==> config.mk <==
export PLATFORM = sky130hd
export DESIGN_NAME = audio_clk_ratio_gen
export DESIGN_NICKNAME = d
export VERILOG_FILES = /design/src/rtl/aclk_ratio_pkg.sv /design/src/rtl/aclk_ratio_select.sv /design/src/rtl/aclk_bclk_div.sv /design/src/rtl/aclk_frame_div.sv /design/src/rtl/audio_clk_ratio_gen.sv
export SDC_FILE = /design/constraint.sdc
export NUM_CORES = 1
export LEC_CHECK = 0
export ABC_AREA = 1
export BUFFER_PORTS_ARGS = -buffer_cell sky130_fd_sc_hd__clkbuf_2
export CORE_MARGIN = 3
export CORE_UTILIZATION = 40
export CTS_CLUSTER_SIZE = 20
export DETAILED_ROUTE_END_ITERATION = 8
export GPL_TIMING_DRIVEN = 0
export PLACE_DENSITY = 0.62
export SYNTH_ARGS = -nofsm -noshare
export SYNTH_HDL_FRONTEND = slang
export SYNTH_HIERARCHICAL = 1
export SYNTH_SLANG_ARGS = --single-unit
==> constraint.sdc <==
create_clock -name clk_i -period 1.3 [get_ports clk_i]
set_input_delay 0.065 -clock clk_i [delete_from_list [all_inputs] [get_ports clk_i]]
set_output_delay 0.065 -clock clk_i [all_outputs]
set_load 0.01 [all_outputs]
==> src/rtl/aclk_ratio_pkg.sv <==
package aclk_ratio_pkg;

  localparam int unsigned BDIV_MAX    = 4;
  localparam int unsigned FDIV_MAX    = 128;
  localparam int unsigned HALF_B_MAX  = BDIV_MAX / 2;
  localparam int unsigned HALF_F_MAX  = FDIV_MAX / 2;
  localparam int unsigned HCNT_W      = (HALF_B_MAX > 1) ? $clog2(HALF_B_MAX) : 1;
  localparam int unsigned FCNT_W      = (HALF_F_MAX > 1) ? $clog2(HALF_F_MAX) : 1;

  // automatic thresholds are midpoints between neighbouring ratio classes
  localparam int unsigned THR_HI_DEF  = (256 + 512) / 2;
  localparam int unsigned THR_LO_DEF  = (128 + 256) / 2;

  typedef enum logic {
    BDIV_2 = 1'b0,
    BDIV_4 = 1'b1
  } bdiv_e;

  typedef enum logic [1:0] {
    FDIV_NONE = 2'd0,
    FDIV_32   = 2'd1,
    FDIV_64   = 2'd2,
    FDIV_128  = 2'd3
  } fdiv_e;

  typedef struct packed {
    bdiv_e bdiv;
    fdiv_e fdiv;
  } clk_cfg_t;

  localparam clk_cfg_t CFG_RESET = '{bdiv: BDIV_2, fdiv: FDIV_64};

  // last value of the master-cycle counter within one bit-clock half period
  function automatic logic [HCNT_W-1:0] bit_half_last(input bdiv_e b);
    int unsigned half;
    half = (b == BDIV_4) ? (BDIV_MAX / 2) : (BDIV_MAX / 4);
    return HCNT_W'(half - 1);
  endfunction

  // last value of the bit-clock fall counter within one half frame
  function automatic logic [FCNT_W-1:0] frame_half_last(input fdiv_e f);
    int unsigned full;
    full = FDIV_MAX >> (3 - int'(f));
    return FCNT_W'((full / 2) - 1);
  endfunction

endpackage

==> src/rtl/aclk_ratio_select.sv <==
module aclk_ratio_select
  import aclk_ratio_pkg::*;
#(
  parameter int unsigned RATIO_W = 12,
  parameter int unsigned THR_HI  = THR_HI_DEF,
  parameter int unsigned THR_LO  = THR_LO_DEF,
  parameter bit          OVR_EN  = 1'b1
) (
  input  logic [RATIO_W-1:0] ratio_i,
  input  logic [2:0]         ovr_i,
  output clk_cfg_t           cfg_o
);

  localparam logic [RATIO_W-1:0] HI_V = RATIO_W'(THR_HI);
  localparam logic [RATIO_W-1:0] LO_V = RATIO_W'(THR_LO);

  clk_cfg_t auto_cfg;
  logic     above_hi;
  logic     below_lo;

  always_comb begin
    above_hi = (ratio_i > HI_V);
    below_lo = (ratio_i < LO_V);
    if (above_hi) begin
      auto_cfg.bdiv = BDIV_4;
      auto_cfg.fdiv = FDIV_128;
    end else if (below_lo) begin
      auto_cfg.bdiv = BDIV_2;
      auto_cfg.fdiv = FDIV_64;
    end else begin
      auto_cfg.bdiv = BDIV_4;
      auto_cfg.fdiv = FDIV_64;
    end
  end

  generate
    if (OVR_EN) begin : g_ovr
      logic ovr_legal;
      always_comb begin
        ovr_legal = (ovr_i[1:0] != 2'd0);
        if (ovr_legal) begin
          cfg_o.bdiv = bdiv_e'(ovr_i[2]);
          cfg_o.fdiv = fdiv_e'(ovr_i[1:0]);
        end else begin
          cfg_o = auto_cfg;
        end
      end
    end else begin : g_auto
      logic [2:0] ovr_unused;
      assign ovr_unused = ovr_i;
      always_comb cfg_o = auto_cfg;
    end
  endgenerate

  // the selection never yields an illegal frame divider
  always_comb begin
    a_r9_fdiv_legal: assert (cfg_o.fdiv != FDIV_NONE);
  end

endmodule

==> src/rtl/aclk_bclk_div.sv <==
module aclk_bclk_div
  import aclk_ratio_pkg::*;
(
  input  logic  clk_i,
  input  logic  rst_ni,
  input  logic  act_i,
  input  bdiv_e bdiv_i,
  output logic  bclk_o,
  output logic  rise_o,
  output logic  fall_o,
  output logic  fall_now_o
);

  logic [HCNT_W-1:0] hcnt_q, hcnt_d;
  logic              bclk_q, bclk_d;
  logic              rise_q, rise_d;
  logic              fall_q, fall_d;
  logic              tick;

  always_comb begin
    tick       = act_i && (hcnt_q == bit_half_last(bdiv_i));
    fall_now_o = tick && bclk_q;
    hcnt_d     = hcnt_q;
    bclk_d     = bclk_q;
    rise_d     = 1'b0;
    fall_d     = 1'b0;
    if (!act_i) begin
      hcnt_d = '0;
      bclk_d = 1'b0;
    end else if (tick) begin
      hcnt_d = '0;
      bclk_d = !bclk_q;
      rise_d = !bclk_q;
      fall_d = bclk_q;
    end else begin
      hcnt_d = hcnt_q + HCNT_W'(1);
    end
  end

  always_ff @(posedge clk_i or negedge rst_ni) begin
    if (!rst_ni) begin
      hcnt_q <= '0;
      bclk_q <= 1'b0;
      rise_q <= 1'b0;
      fall_q <= 1'b0;
    end else begin
      hcnt_q <= hcnt_d;
      bclk_q <= bclk_d;
      rise_q <= rise_d;
      fall_q <= fall_d;
    end
  end

  assign bclk_o = bclk_q;
  assign rise_o = rise_q;
  assign fall_o = fall_q;

  a_r6_rise_marks_edge: assert property (@(posedge clk_i) disable iff (!rst_ni)
    rise_q |-> (bclk_q && !$past(bclk_q)));

  a_r6_fall_marks_edge: assert property (@(posedge clk_i) disable iff (!rst_ni)
    fall_q |-> (!bclk_q && $past(bclk_q)));

endmodule

==> src/rtl/aclk_frame_div.sv <==
module aclk_frame_div
  import aclk_ratio_pkg::*;
(
  input  logic  clk_i,
  input  logic  rst_ni,
  input  logic  act_i,
  input  logic  fall_now_i,
  input  fdiv_e fdiv_i,
  output logic  fclk_o
);

  logic [FCNT_W-1:0] fcnt_q, fcnt_d;
  logic              fclk_q, fclk_d;
  logic              step;
  logic              wrap;

  always_comb begin
    step   = act_i && fall_now_i;
    wrap   = (fcnt_q == frame_half_last(fdiv_i));
    fcnt_d = fcnt_q;
    fclk_d = fclk_q;
    if (!act_i) begin
      fcnt_d = '0;
      fclk_d = 1'b0;
    end else if (step) begin
      if (wrap) begin
        fcnt_d = '0;
        fclk_d = !fclk_q;
      end else begin
        fcnt_d = fcnt_q + FCNT_W'(1);
      end
    end
  end

  always_ff @(posedge clk_i or negedge rst_ni) begin
    if (!rst_ni) begin
      fcnt_q <= '0;
      fclk_q <= 1'b0;
    end else begin
      fcnt_q <= fcnt_d;
      fclk_q <= fclk_d;
    end
  end

  assign fclk_o = fclk_q;

  a_r5_frame_on_bit_fall: assert property (@(posedge clk_i) disable iff (!rst_ni)
    (fclk_q != $past(fclk_q)) |-> ($past(fall_now_i) || !$past(act_i)));

endmodule

==> src/rtl/audio_clk_ratio_gen.sv <==
module audio_clk_ratio_gen
  import aclk_ratio_pkg::*;
#(
  parameter int unsigned RATIO_W = 12,
  parameter int unsigned THR_HI  = THR_HI_DEF,
  parameter int unsigned THR_LO  = THR_LO_DEF,
  parameter bit          OVR_EN  = 1'b1
) (
  input  logic               clk_i,
  input  logic               rst_ni,
  input  logic               en_i,
  input  logic [RATIO_W-1:0] ratio_i,
  input  logic [2:0]         ovr_i,
  output logic               bclk_o,
  output logic               fclk_o,
  output logic               bclk_rise_o,
  output logic               bclk_fall_o
);

  clk_cfg_t sel_cfg;
  clk_cfg_t cfg_q, cfg_d;
  logic     run_q, run_d;
  logic     act;
  logic     fall_now;

  aclk_ratio_select #(
    .RATIO_W (RATIO_W),
    .THR_HI  (THR_HI),
    .THR_LO  (THR_LO),
    .OVR_EN  (OVR_EN)
  ) u_select (
    .ratio_i (ratio_i),
    .ovr_i   (ovr_i),
    .cfg_o   (sel_cfg)
  );

  always_comb begin
    run_d = en_i;
    cfg_d = cfg_q;
    if (en_i && !run_q) begin
      cfg_d = sel_cfg;
    end
    act = en_i && run_q;
  end

  always_ff @(posedge clk_i or negedge rst_ni) begin
    if (!rst_ni) begin
      run_q <= 1'b0;
      cfg_q <= CFG_RESET;
    end else begin
      run_q <= run_d;
      cfg_q <= cfg_d;
    end
  end

  aclk_bclk_div u_bclk (
    .clk_i      (clk_i),
    .rst_ni     (rst_ni),
    .act_i      (act),
    .bdiv_i     (cfg_q.bdiv),
    .bclk_o     (bclk_o),
    .rise_o     (bclk_rise_o),
    .fall_o     (bclk_fall_o),
    .fall_now_o (fall_now)
  );

  aclk_frame_div u_frame (
    .clk_i      (clk_i),
    .rst_ni     (rst_ni),
    .act_i      (act),
    .fall_now_i (fall_now),
    .fdiv_i     (cfg_q.fdiv),
    .fclk_o     (fclk_o)
  );

  a_r7_idle_when_off: assert property (@(posedge clk_i) disable iff (!rst_ni)
    !en_i |=> (!bclk_o && !fclk_o && !bclk_rise_o && !bclk_fall_o));

  a_r8_start_low: assert property (@(posedge clk_i) disable iff (!rst_ni)
    $rose(run_q) |-> (!bclk_o && !fclk_o));

  a_r11_cfg_held: assert property (@(posedge clk_i) disable iff (!rst_ni)
    (act && $past(act)) |-> (cfg_q == $past(cfg_q)));

  a_r6_strobes_exclusive: assert property (@(posedge clk_i) disable iff (!rst_ni)
    $onehot0({bclk_rise_o, bclk_fall_o}));

endmodule

# Yosys cells after proc, flatten, opt, wreduce, memory -nomap -nowiden
# Index checks and enable logic that the tools add are counted.
totals:
  word_cells: 50
  output_inout_bits: 4
  input_bits: 18
  register_bits: 15
op_classes:
  n_lt_le_gt_ge: 2
  n_mux: 18
  eq_ne: 5
  add_sub_neg: 5
  reduce_logical: 10
  shift: 1
ops:
  columns: ["operator", "n"]
  rows:
  - ["$shr A8 B32 Y7 const A", 1]
  - ["$mux W6", 3]
  - ["$gt A12 B9 Y1 const B", 1]
  - ["$lt A12 B8 Y1 const B", 1]
  - ["$mux W1", 12]
  - ["$mux W3", 3]
  - ["$add A6 B1 Y6 const B", 1]
  - ["$eq A6 B6 Y1", 1]
  - ["$sub A6 B1 Y6 const B", 1]
  - ["$logic_and A1 B1 Y1", 5]
  - ["$ne A2 B1 Y1 const B", 2]
  - ["$logic_not A1 Y1", 3]
  - ["$sub A2 B2 Y3 const A", 1]
  - ["$ne A2 B2 Y1 const B", 1]
  - ["$reduce_and A2 Y1", 1]
  - ["$reduce_bool A2 Y1", 1]
  - ["$add A1 B1 Y1 const B", 1]
  - ["$eq A1 B1 Y1", 1]
  - ["$sub A1 B1 Y1 const B", 1]

# Logic depth before layout (Yosys ltp)
# Gate-level depths: netlist (run 1).
depth:
  depth_word: 8
  mapped_depth: 13
  mapped_depth_nobuf: 13

# Hierarchy
# Netlist (run 1), hierarchy kept.
by_module_without_submodules:
  columns: ["mod", "area_each_um2", "seq_area_each_um2", "n_inst", "cells_each"]
  rows:
  - ["aclk_frame_div", 420.4, 175.2, 1, 60]
  - ["aclk_bclk_div", 167.7, 100.1, 1, 18]
  - ["audio_clk_ratio_gen", 156.4, 101.3, 1, 17]
  - ["aclk_ratio_select", 148.9, 0.0, 1, 36]

# Worst setup path after synthesis (run 1)
# Ideal clock, no wire load.
synth_path:
  path_type: "reg-to-reg"
  from: "register run_q"
  to: "register u_frame.fcnt_q[3]"
  path_slack_ns: -0.129
  n_path_buf: 0
  stages_incl_launch_ff: 11
  t_arrival_ns: 1.310
  synth_period_minus_slack_ns: 1.429
  setup_time_ns: 0.120
  path_cell_list: "dfrtp_1 -> nand2_1 -> inv_1 -> nand2_2 -> nor2_1 -> inv_2 -> nand2_2 -> nand2_2 -> nor2_4 -> xor2_1 -> nor2_1"
synth_between:
  elab_chain_len: 5
  elab_cells_between_ends: 6
synth_rtl:
  columns: ["item", "line_no", "text"]
  rows:
  - ["start: declaration", "audio_clk_ratio_gen.sv:22", "logic run_q, run_d;"]
  - ["start signal: assignment", "audio_clk_ratio_gen.sv:51", "run_q <= run_d;"]
  - ["$logic_and A1 B1 Y1", "audio_clk_ratio_gen.sv:43", "act = en_i && run_q;"]
  - ["net act", "audio_clk_ratio_gen.sv:23", "logic act;"]
  - ["$logic_and A1 B1 Y1", "aclk_bclk_div.sv:21", "tick = act_i && (hcnt_q == bit_half_last(bdiv_i));"]
  - ["$logic_and A1 B1 Y1", "aclk_bclk_div.sv:22", "fall_now_o = tick && bclk_q;"]
  - ["net fall_now", "audio_clk_ratio_gen.sv:24", "logic fall_now;"]
  - ["$logic_and A1 B1 Y1", "aclk_frame_div.sv:18", "step = act_i && fall_now_i;"]
  - ["$ne A2 B1 Y1 (no line)", null, null]
  - ["end signal: assignment", "aclk_frame_div.sv:40", "fcnt_q <= fcnt_d;"]
  - ["end: declaration", "aclk_frame_div.sv:12", "logic [FCNT_W-1:0] fcnt_q, fcnt_d;"]
# The timed path passes the listed nets, and every way through them passes these cells.
# A chain may end at the register's enable or synchronous reset.

# Worst setup path after layout (run 1)
layout_path:
  from: "register u_bclk.hcnt_q"
  to: "register u_frame.fcnt_q[3]"
layout_between:
  elab_chain_len: 5
layout_rtl:
  columns: ["item", "line_no", "text"]
  rows:
  - ["start: declaration", "aclk_bclk_div.sv:14", "logic [HCNT_W-1:0] hcnt_q, hcnt_d;"]
  - ["start signal: assignment", "aclk_bclk_div.sv:47", "hcnt_q <= hcnt_d;"]
  - ["$eq A1 B1 Y1", "aclk_bclk_div.sv:21", null]
  - ["$logic_and A1 B1 Y1", "aclk_bclk_div.sv:21", null]
  - ["$logic_and A1 B1 Y1", "aclk_bclk_div.sv:22", null]
  - ["net fall_now", "audio_clk_ratio_gen.sv:24", null]
  - ["$logic_and A1 B1 Y1", "aclk_frame_div.sv:18", null]
  - ["$ne A2 B1 Y1 (no line)", null, null]
# The timed path passes the listed nets, and every way through them passes these cells.

==> results of run 1 <==
-- per-layer routing --
layer	vias up	GRT usage, %	share of wire, %
met5	-	0	0
met4	0	6.38	1.3
met3	4	5.92	4.3
met2	14	25.5	51
met1	384	16.7	43
li1	468	-	-
-- tightest hold or removal path, stage by stage --
cell and delay, ns:
clkbuf_2 0.12, nand3_1 0.09, nand2_1 0.05
-- flip-flops by register name, summed over array words and instances (netlist names) --
| register | flops |
|---|---|
| cfg_q | 3 |
| run_q | 1 |
| u_bclk/bclk_o | 1 |
| u_bclk/fall_o | 1 |
| u_bclk/hcnt_q | 1 |
| u_bclk/rise_o | 1 |
| u_frame/fclk_o | 1 |
| u_frame/fcnt_q | 6 |
-- through the flow --
stage	hold slack (ns)	utilization (%)
finish	0.0416	57.4
global route	0.0384	57.4
CTS	0.0314	55.6
detailed placement	0.00602	50.9
global placement	-0.0101	50.9
floorplan	-0.231	-
-- final cells by class --
class	count	area, um2
fill	201	870
clock buffer	3	22.5
timing repair buffer	32	193
tap	27	33.8
inverter	28	108
clock inverter	1	5.00
multi-input combinational	88	434
sequential	15	377
-- power by group --
part           leakage, nW  internal, W  switching (W)
logic                0.461    0.0000913       0.000108
registers            0.198     0.000492      0.0000203
clock network       0.0177     0.000115       0.000157
-- worst max-delay path by stage --
| stage | cells after the start | end | from |
|---|---|---|---|
| after global placement | 10 | u_frame/fcnt_q[3] | run_q |
| after floorplan | 11 | u_frame/fcnt_q[3] | cfg_q[2] |
| after detailed placement | 10 | u_frame/fcnt_q[3] | run_q |
| after global routing | 13 | u_frame/fcnt_q[5] | cfg_q[2] |
| after CTS | 13 | u_frame/fcnt_q[5] | cfg_q[2] |
| final | 11 | u_frame/fcnt_q[3] | u_bclk/hcnt_q |
-- repair_timing --
| action | CTS | global route |
|---|---|---|
| hold buffers | 2 | 0 |
| resized for setup | 5 | 3 |
| pin swaps | 6 | 3 |
| endpoints found under the setup margin | 4 | 7 |
| endpoints found under the hold margin | 16 | 0 |
| setup buffers | 5 | 4 |
-- cells in the final DEF, fill, tap and decap left out --
cell type	instances
a21oi_1	1
and3_2	1
nand4_1	2
clkbuf_2	21
xor2_1	2
inv_2	5
dfstp_2	1
clkbuf_4	3
nor2_2	3
ha_1	1
o21ai_0	5
clkinv_2	1
nand2_2	7
nand3_2	1
inv_4	1
nor2_4	2
nand3_1	12
inv_1	22
nand2_4	1
dlygate4sd3_1	2
buf_4	9
dfrtp_1	14
nor2_1	14
nand2_1	36
-- cell families after synthesis --
logic type | synth area share (%)
AO/OA/AOI/OAI | 3.36
XOR/XNOR | 1.96
adder cells (fa/ha/maj) | 1.40
buffers and inverters | 11.8
flip-flops | 42.2
AND/OR/NAND/NOR | 39.4
==> qor.txt, run 1 <==
Clock sinks: 15
Skew-Pair Late Insertion Delay: 0.29 ns
Port buffer count: 21
Routed WL: 1860 um
Share of the synthesized area in the top cell type: 39.2%
Highest clock rate: 730 MHz
Fin crit share: 105%
Crit path time final: 1.37 ns
Avg WL per Cell: 9.59 um
WHS Endpoint: cfg_q[1]
Max cap viols: 0
GRT Overall Usage: 15.1%
VDD IR-drop max: 0.000652 V
Die Width: 53.3 um
Placed inst area: 0.00104 mm2
Worst-path maximum fanout: 3
Post-place setup slack: -0.130 ns
Post-synthesis cell count: 131
CP dominant cell by count: nand2_2
Post-route cell area: 0.00117 mm2
Num CTS Buffers: 3
Failing checks: negative setup slack
CTS tree: yes
Dpl cells: 179
Pleak: 0.677 nW
1st-pass router iterations: 4
Required time of the worst setup path: 1.49 ns
Mean Syn Cell Area: 6.82 um2
Register bit total from synthesis: 15
EDFF count, synth: 0
Syn nets: 150
Row cnt: 16
Slew @ Worst Pin: 0.393 ns
Hold path depth: 3
Area Overhead vs Synth: 31.2%
RSZ-0062 raised after global routing: true
Synth cell count leaders: nand2_1 (37), inv_1 (26), nor2_1 (16)
Core area: 0.00204 mm2
Final RePlAce weighted congestion: 0.698
Status: finished, violations left
Maximum buffer depth of the clock tree: 2
Diodes inserted: 0
Cell taking the most area after synthesis: dfrtp_1
Largest net degree at the start of global routing: 16
Cell with the most instances after synthesis: nand2_1
CP max-delay cell: dfrtp_1
Warnings, synthesis: 6
Async SR Flop Fraction: 100%
Setup violators final: 5
H-tree depth: 1
Full die area: 0.00284 mm2
Vias per inst: 4.48
Die height: 53.3 um
R2R depth: 11
Antenna viol nets, final: 0
Root Buffer: clkbuf_4
Clk_skew: 0.00302 ns
Clk pin slew, worst setup/hold paths: 0.09 ns
Synth Flop Type: dfrtp_1
Final setup TNS: -0.262 ns
Post-Syn Area: 893 um2
DRC: 0
Worst path cell trace: inv_2, nand2_2, nand2_2, nand2_2, nor2_4, inv_2, nand2_2, nand2_2, nor2_4, xor2_1, nor2_1
Crit Path Class: flop to flop
Vias in the first global route: 762
Slew Limit Fails: 0
Kind of cell adding the most delay to the critical path: simple AND/OR/NAND/NOR gates
Layout cells sized above 1: 33.5%
Crit end category: flop
First-pass GRT wire length: 3040 um
Drt initial violations: 2
Initial core utilization: 43.8%
R2r setup slk: -0.07 ns
Non-filler cells, final: 194
Post-DP HPWL: 1300 um
RR Endpoint: u_frame/fcnt_q[3]
Seq/Total Area, Yosys: 42.2%
Via count: 870
Crit path largest cell delay: 0.40 ns
Min-delay src: en_i
Initial antenna violation count: 0
Crit path buf inv count: 2
Setup WS post-layout: -0.0690 ns
Unique masters post-synth: 16
Worst reg2reg startpoint: u_bclk/hcnt_q
# IOs: 22
Total global routing overflow: 0
Post-route total power: 0.000982 W
Nets: 187
Dominant cells by area after synthesis: dfrtp_1 (39%), nand2_1 (16%), inv_1 (11%)
Final hold violations: 0
P per Cell Area: 838 mW/mm2
Worst setup SP type: flop
Slew headroom: 73.8%
Hold Crit Class: primary input to flop
CP arrival: 1.56 ns
Note: power is estimated with default switching activity, not from simulation.
==> run 2: changes to the inputs <==
--- a/config.mk
+++ b/config.mk
@@ -5,14 +5,13 @@
 export SDC_FILE = /design/constraint.sdc
 export NUM_CORES = 1
 export LEC_CHECK = 0
-export ABC_AREA = 1
 export BUFFER_PORTS_ARGS = -buffer_cell sky130_fd_sc_hd__clkbuf_2
 export CORE_MARGIN = 3
 export CORE_UTILIZATION = 40
 export CTS_CLUSTER_SIZE = 20
 export DETAILED_ROUTE_END_ITERATION = 8
 export GPL_TIMING_DRIVEN = 0
-export PLACE_DENSITY = 0.62
+export PLACE_DENSITY = 0.63
 export SYNTH_ARGS = -nofsm -noshare
 export SYNTH_HDL_FRONTEND = slang
 export SYNTH_HIERARCHICAL = 1
==> run 2 against run 1 <==
  * The run still ends with negative setup slack left
  * Sequential cell count unchanged
  * Register-to-register slack worse by 0.27 ns
  * Utilization up 4.6 points
  * Worst setup slack worse by 0.27 ns
  * Fmax down 16%
  * Synthesized cell count down 41%
  * Critical path type unchanged
  * Total power up 0.59%
  * Clock-buffer cell count up 1
  * Cell area down 4.7%
  * Wire length down 12%
  * Hold slack better by 0.056 ns
  * Non-clock buffer count up 2
==> qor.txt, run 2 <==
Status: finished, violations left
Failing checks: negative setup slack
Post-synthesis cell count: 77 (-41%)
P per Cell Area: 884 mW/mm2 (+5.5%)
NetSw: 0.000257 W (-9.6%)
Slew Limit Fails: 0 (unchanged)
Min-delay src: ovr_i[0]
Most frequent cells in the layout: clkbuf_2 (21), dfrtp_1 (14), nor2_1 (10)
Pleak: 0.505 nW (-26%)
Post-place setup slack: -0.558 ns (-0.428 ns)
H-tree depth: 1 (unchanged)
Antenna viol nets, final: 0 (unchanged)
Switching share of power: 26.0% (-2.9 points)
DRC: 0 (unchanged)
Num CTS Buffers: 3 (unchanged)
Mean Syn Cell Area: 10.4 um2 (+52%)
Clock sinks: 15 (unchanged)
Nets: 134 (-28%)
Skew-Pair Late Insertion Delay: 0.28 ns (about the same)
Crit path time final: 1.64 ns (+0.270 ns)
Diodes inserted: 0 (unchanged)
Highest clock rate: 610 MHz (-16%)
RR Endpoint: u_frame/fclk_o
WHS Endpoint: cfg_q[1]
Max cap viols: 0 (unchanged)
Warnings, synthesis: 6 (unchanged)
Most common cell after layout, fill and taps aside: clkbuf_2
Share of the synthesized area in the top cell type: 43.8% (+4.6 points)
Setup violators final: 7 (+2)
Async SR Flop Fraction: 100% (unchanged)
Fill count: 147 (-27%)
R2r setup slk: -0.34 ns (-0.27 ns)
Largest net degree at the start of global routing: 16 (unchanged)
Worst path cell trace: xor2_2, nor3_2, buf_4, nand3_4, or4_4, a21boi_2
Worst reg2reg startpoint: cfg_q[2]
Hold path depth: 3 (unchanged)
Placed inst area: 947 um2 (-8.9%)
Slew @ Worst Pin: 0.393 ns (+0.000607 ns)
Final hold violations: 0 (unchanged)
CTS tree: yes
Final RePlAce weighted congestion: 0.741 (+6.1%)
Crit path buf inv count: 1 (-1)
CP max-delay cell: or4_4
Number of flip-flops in the largest register: 6 (unchanged)
Worst-path maximum fanout: 2 (-1)
Drt initial violations: 9 (+7)
RSZ-0062 raised after global routing: true
Area Overhead vs Synth: 39.7%
Maximum buffer depth of the clock tree: 2 (unchanged)
Seq/Total Area, Yosys: 47.1% (+4.9 points)
Register bit total from synthesis: 15 (unchanged)
Post-DP HPWL: 1180 um (-9.4%)
Layout cells sized above 1: 44.7% (+11 points)
Dominant cells by area after synthesis: dfrtp_1 (44%), mux2_4 (5.6%), nor2_1 (4.7%)
Top Registers: u_frame/fcnt_q x6, cfg_q x3
Power share of the sequential group: 52.4% (+0.2 points)
1st-pass router iterations: 4 (unchanged)
Die Width: 50.7 um (-4.8%)
Combinational share of power: 21.1% (+0.8 points)
Required time of the worst setup path: 1.51 ns (+0.02 ns)
Core area: 0.00180 mm2 (-12%)
Root Buffer: clkbuf_4
Die height: 50.7 um (-4.8%)
Avg WL per Cell: 11.7 um (+22%)
Vias per inst: 4.86 (+8.3%)
Total internal power: 0.000731 W (+4.7%)
# IOs: 22 (unchanged)
Row cnt: 15 (-1)
VDD IR-drop max: 0.000719 V (+10%)
Vias in the first global route: 644 (-15%)
Slew headroom: 73.8% (about the same)
Crit Path Class: flop to flop
Cell taking the most area after synthesis: dfrtp_1
Setup WS post-layout: -0.339 ns (-0.270 ns)
Synth Flop Type: dfrtp_1
Port buffer count: 21 (unchanged)
Routed WL: 1630 um (-12%)
Biggest register: u_frame/fcnt_q
Initial core utilization: 44.4% (+0.62 points)
Clk_skew: 0.00245 ns (-0.000568 ns)
Final core utilization: 62.0% (+4.6 points)
Worst setup SP type: flop
Area of the multi-input gates: 460 um2 (+6.1%)
GRT Overall Usage: 14.3% (-0.80 points)
Full die area: 0.00257 mm2 (-9.4%)
Post-route cell area: 0.00112 mm2 (-4.7%)
Synth cell count leaders: dfrtp_1 (14), nor2_1 (10), nor3_1 (6)
Fin crit share: 126% (+21 points)
Seq. cell area: 377 um2 (unchanged)
Crit end category: flop
Via count: 675 (-22%)
R2R depth: 6 (-5)
Post-route total power: 0.000988 W (+0.59%)
Cell with the most instances after synthesis: dfrtp_1
Syn nets: 96 (-36%)
CP arrival: 1.85 ns (+0.29 ns)
Clk pin slew, worst setup/hold paths: 0.08 ns (about the same)
Unique masters post-synth: 32 (+16)
Crit path largest cell delay: 0.52 ns (+0.12 ns)
Hold Crit Class: primary input to flop
Initial antenna violation count: 0 (unchanged)
Kind of cell adding the most delay to the critical path: simple AND/OR/NAND/NOR gates
Clock power share: 26.5% (-1.1 points)
Post-Syn Area: 800 um2 (-11%)
Total global routing overflow: 0 (unchanged)
First-pass GRT wire length: 2730 um (-10%)
EDFF count, synth: 0 (unchanged)
==> run 2: cells by family (layout without fill, tap and decap cells) <==
kind of cell	after synthesis	count (layout)	synth area share (%)
flip-flops	15	15	47.1
adder cells (fa/ha/maj)	1	1	1.56
AND/OR/NAND/NOR	39	39	27.4
buffers and inverters	3	40	1.56
XOR/XNOR	6	6	7.51
multiplexers	5	5	8.14
AO/OA/AOI/OAI	8	8	6.73
==> run 2: tightest hold or removal path: cells and delay by family <==
family	cells	cell delay (ns)
buffers and inverters	1	0.09
multiplexers	1	0.13
AND/OR/NAND/NOR	1	0.06
==> run 2: what timing repair did <==
item / in CTS / in global routing
setup endpoints to repair: 7 / 7
buffers inserted: 7 / 3
hold buffers: 2 / 0
hold endpoints to repair: 16 / 0
gates resized for setup: 6 / 4
pin swaps: 4 / 2
==> run 2: worst max-delay path by stage <==
stage / start / endpoint / cells past startpoint / slack [ns]
floorplan: run_q / u_frame/fclk_o / 7 / -0.38
global placement: run_q / u_frame/fcnt_q[0] / 7 / -0.53
detailed placement: run_q / u_frame/fcnt_q[3] / 7 / -0.56
CTS: cfg_q[2] / u_frame/fclk_o / 6 / -0.37
global route: cfg_q[2] / u_frame/fclk_o / 6 / -0.42
finish: cfg_q[2] / u_frame/fclk_o / 6 / -0.34
==> run 2: cell type report <==
| type | instances | share of cell area [%] |
|---|---|---|
| multi-input combinational | 59 | 41.2 |
| sequential | 15 | 33.7 |
| timing repair buffer | 33 | 18.6 |
| tap | 25 | 2.80 |
| clock buffer | 4 | 2.35 |
| buffer | 1 | 0.672 |
| inverter | 2 | 0.672 |
==> run 2: through the flow <==
step / std cells / setup TNS [ns] / hold slack [ns]
final: 139 / -1.73 / 0.0975
after global routing: 139 / -2.40 / 0.126
after CTS: 136 / -1.92 / 0.0903
after detailed placement: 123 / -2.94 / 0.000300
after global placement: 123 / -2.79 / -0.00475
after floorplan: 77 / -1.64 / -0.231
==> run 2: layer usage <==
metal	global-route usage, %	share of wire [%]	vias up	wire length, um
met1	16.1	42	313	694
li1	-	-	343	-
met4	4.04	0	0	0
met2	25.2	51	19	840
met3	5.34	6.0	0	98
met5	0	0	-	0
==> run 2: power by group through the flow <==
stage                     Combinational [W]  Clock [W]  Sequential, W
after detailed placement           0.000147          0       0.000528
after global routing               0.000229   0.000290       0.000522
after CTS                          0.000186   0.000278       0.000518
after floorplan                   0.0000850          0       0.000526
final                              0.000208   0.000262       0.000518
after global placement             0.000141          0       0.000527
==> run 3: changes to the inputs <==
--- a/config.mk
+++ b/config.mk
@@ -14,5 +14,4 @@
 export PLACE_DENSITY = 0.63
 export SYNTH_ARGS = -nofsm -noshare
 export SYNTH_HDL_FRONTEND = slang
-export SYNTH_HIERARCHICAL = 1
 export SYNTH_SLANG_ARGS = --single-unit
==> run 3 against run 2 <==
  * The flow still finishes with violations (negative setup slack)
  * First-iteration DRC count down 67%
  * Worst setup slack better by 0.10 ns
  * Critical path depth down 1
  * Total power decreased by 4.0%
  * Sequential share of layout area up 3.8 points
  * Utilization down 5.5 points
  * Cell count fell by 5.8%
  * Clock-buffer cell count is the same
  * Sequential power about the same
  * Clock power about the same
  * Non-clock buffer count is 5 lower
  * Cell area decreased by 9.9%
  * Largest power group unchanged
==> qor.txt, run 3 <==
Setup WS post-layout: -0.237 ns (+0.102 ns)
Worst reg2reg startpoint: cfg_q[1]
Min-delay src: ovr_i[0]
Port buffer count: 21 (unchanged)
Initial antenna violation count: 0 (unchanged)
Final RePlAce weighted congestion: 0.743 (+0.34%)
Total internal power: 0.000695 W (-4.9%)
Die Width: 50.3 um (-0.90%)
Clock power share: 27.9% (+1.4 points)
EDFF count, synth: 0 (unchanged)
Final setup TNS: -1.12 ns (+0.612 ns)
Root Buffer: clkbuf_4
Dpl cells: 121 (-1.6%)
Clk_skew: 0.000462 ns (-0.00199 ns)
Non-filler cells, final: 131 (-5.8%)
Fin crit share: 118% (-7.9 points)
Post-Syn Area: 783 um2 (-2.0%)
Post-DP HPWL: 1110 um (-6.0%)
# IOs: 22 (unchanged)
Slew Limit Fails: 0 (unchanged)
Post-synthesis cell count: 75 (-2.6%)
Clk pin slew, worst setup/hold paths: 0.09 ns (about the same)
Vias per inst: 4.98 (+2.6%)
Row cnt: 15 (unchanged)
DRC: 0 (unchanged)
RSZ-0062 raised after global routing: true
Setup violators final: 5 (-2)
VDD IR-drop max: 0.000519 V (-28%)
CP arrival: 1.68 ns (-0.17 ns)
Core area: 0.00178 mm2 (-1.0%)
Switching share of power: 26.8% (+0.75 points)
Dominant cells by area after synthesis: dfrtp_1 (45%), nor3_1 (4.5%), xor2_1 (4.5%)
Mean Syn Cell Area: 10.4 um2 (+0.58%)
Highest clock rate: 651 MHz (+6.6%)
Placed inst area: 920 um2 (-2.9%)
Crit path launch: cfg_q[1]
Worst-path maximum fanout: 5 (+3)
Hold Crit Class: primary input to flop
Avg WL per Cell: 11.7 um (-0.39%)
Fill count: 169 (+15%)
Largest net degree at the start of global routing: 16 (unchanged)
Crit path time final: 1.54 ns (-0.102 ns)
Die height: 50.3 um (-0.90%)
Most common cell after layout, fill and taps aside: clkbuf_2
Nets: 126 (-6.0%)
NetSw: 0.000254 W (-1.2%)
Diodes inserted: 0 (unchanged)
Unique masters post-synth: 29 (-9.4%)
Clock sinks: 15 (unchanged)
Status: finished, violations left
Crit end category: flop
Num CTS Buffers: 3 (unchanged)
Number of flip-flops in the largest register: 6 (unchanged)
Syn nets: 94 (-2.1%)
Cell taking the most area after synthesis: dfrtp_1
Routed WL: 1530 um (-6.1%)
Required time of the worst setup path: 1.45 ns (-0.06 ns)
Via count: 653 (-3.3%)
Post-route cell area: 0.00101 mm2 (-9.9%)
Total global routing overflow: 0 (unchanged)
H-tree depth: 1 (unchanged)
Slew @ Worst Pin: 0.475 ns (+0.0816 ns)
Layout cells sized above 1: 34.9% (-9.8 points)
CTS tree: yes
Full die area: 0.00253 mm2 (-1.8%)
Vias in the first global route: 653 (+1.4%)
P per Cell Area: 942 mW/mm2 (+6.5%)
Biggest register: u_frame.fcnt_q
Skew-Pair Late Insertion Delay: 0.28 ns (about the same)
1st-pass router iterations: 4 (unchanged)
Final hold violations: 0 (unchanged)
Register bit total from synthesis: 15 (unchanged)
Worst setup SP type: flop
Area Overhead vs Synth: 28.6%
Seq/Total Area, Yosys: 48.1% (+0.98 points)
Slew headroom: 68.3% (-5.4 points)
Async SR Flop Fraction: 100% (unchanged)
Share of the synthesized area in the top cell type: 44.7% (+0.91 points)
Synth Flop Type: dfrtp_1
Pleak: 0.458 nW (-9.2%)
Crit Path Class: flop to flop
Synth cell count leaders: dfrtp_1 (14), nor3_1 (7), nand2_1 (6)
Top Registers: u_frame.fcnt_q x6, cfg_q x3
Drt initial violations: 3 (-6)
Power share of the sequential group: 54.4% (+2.0 points)
Combinational share of power: 17.6% (-3.5 points)
Initial core utilization: 43.9% (-0.45 points)
Most frequent cells in the layout: clkbuf_2 (22), dfrtp_1 (13), nand2_1 (6)
Antenna viol nets, final: 0 (unchanged)
Max cap viols: 0 (unchanged)
First-pass GRT wire length: 2680 um (-1.8%)
Maximum buffer depth of the clock tree: 2 (unchanged)
GRT Overall Usage: 14.2% (-0.13 points)
Failing checks: negative setup slack
Warnings, synthesis: 0 (-6)
Cell with the most instances after synthesis: dfrtp_1
-- run 3: changes by cell type after synthesis, moves of 2 or more --
cell and change:
nand4_1 +2, nor2_1 -5, xnor2_1 -2, nand3_1 +2
mux2_4 -3, o211ai_1 +2, xor2_1 +3, o21ai_0 +3
and3_1 +2, a211oi_1 -2, o31ai_1 -2
-- run 3: per-layer routing --
| layer | global-route usage (%) | vias to the layer above | wire length, um |
|---|---|---|---|
| met5 | 0 | - | 0 |
| met2 | 23.7 | 21 | 751 |
| met1 | 17.4 | 303 | 706 |
| li1 | - | 329 | - |
| met4 | 6.91 | 0 | 0 |
| met3 | 2.67 | 0 | 75 |
-- run 3: through the flow --
stage | total power [W] | hold WS (ns) | util (%) | setup slack (ns)
3_3_place_gp | 0.000671 | -0.00147 | 51.6 | -0.269
3_5_place_dp | 0.000676 | 0.00383 | 51.6 | -0.320
2_1_floorplan | 0.000616 | -0.231 | - | -0.137
4_1_cts | 0.000961 | 0.0275 | 55.3 | -0.272
5_1_grt | 0.00101 | 0.0612 | 56.5 | -0.324
6_report | 0.000949 | 0.0402 | 56.5 | -0.237
-- run 3: cell families after synthesis --
logic type / synth area share (%)
buf+inv: 1.60
flops: 48.1
mux: 1.28
xor+xnor: 10.2
simple gates: 27.0
fa+ha+maj: 1.60
compound gates: 10.2
-- run 3: worst max-delay path: stages, from the launching register on --
cell      delay, ns
dfstp_2        0.57
and3_1         0.15
o211ai_1       0.14
a311oi_4       0.33
buf_4          0.18
nor3_1         0.04
-- run 3: what timing repair did --
| action | 4_1_cts | 5_1_grt |
|---|---|---|
| pin swaps | 1 | 0 |
| endpoints found under the hold margin | 16 | 0 |
| resized for setup | 1 | 2 |
| endpoints found under the setup margin | 5 | 6 |
| hold buffers | 2 | 0 |
| buffers inserted | 2 | 2 |
-- run 3: cell type report --
class,instances,area (um2),share of cell area (%)
Buffer,2,8.76,0.870
Clock buffer,4,26.3,2.61
Inverter,1,3.75,0.373
Multi-Input combinational cell,57,404,40.1
Sequential cell,15,378,37.5
Tap cell,25,31.3,3.11
Timing Repair Buffer,27,155,15.4
-- run 3: power groups by stage --
stage | Sequential (W) | Clock, W | Combinational, W
6_report | 0.000516 | 0.000265 | 0.000167
5_1_grt | 0.000520 | 0.000303 | 0.000188
4_1_cts | 0.000515 | 0.000277 | 0.000169
3_5_place_dp | 0.000524 | 0 | 0.000152
3_3_place_gp | 0.000522 | 0 | 0.000149
2_1_floorplan | 0.000524 | 0 | 0.0000923
-- run 3: worst paths after layout --
| kind | endpoint | slack [ns] | depth (start not counted) |
|---|---|---|---|
| worst max-delay path | u_frame.fcnt_q[3] | -0.24 | 5 |
| worst min-delay path | cfg_q[0] | 0.04 | 2 |
| worst max register to register | u_frame.fcnt_q[3] | -0.24 | 5 |
| worst min register to register | cfg_q[1] | 0.51 | 2 |
| max in group asynchronous | cfg_q[1] | 0.77 | 2 |
| min in group asynchronous | u_bclk.fall_o | 0.22 | 2 |
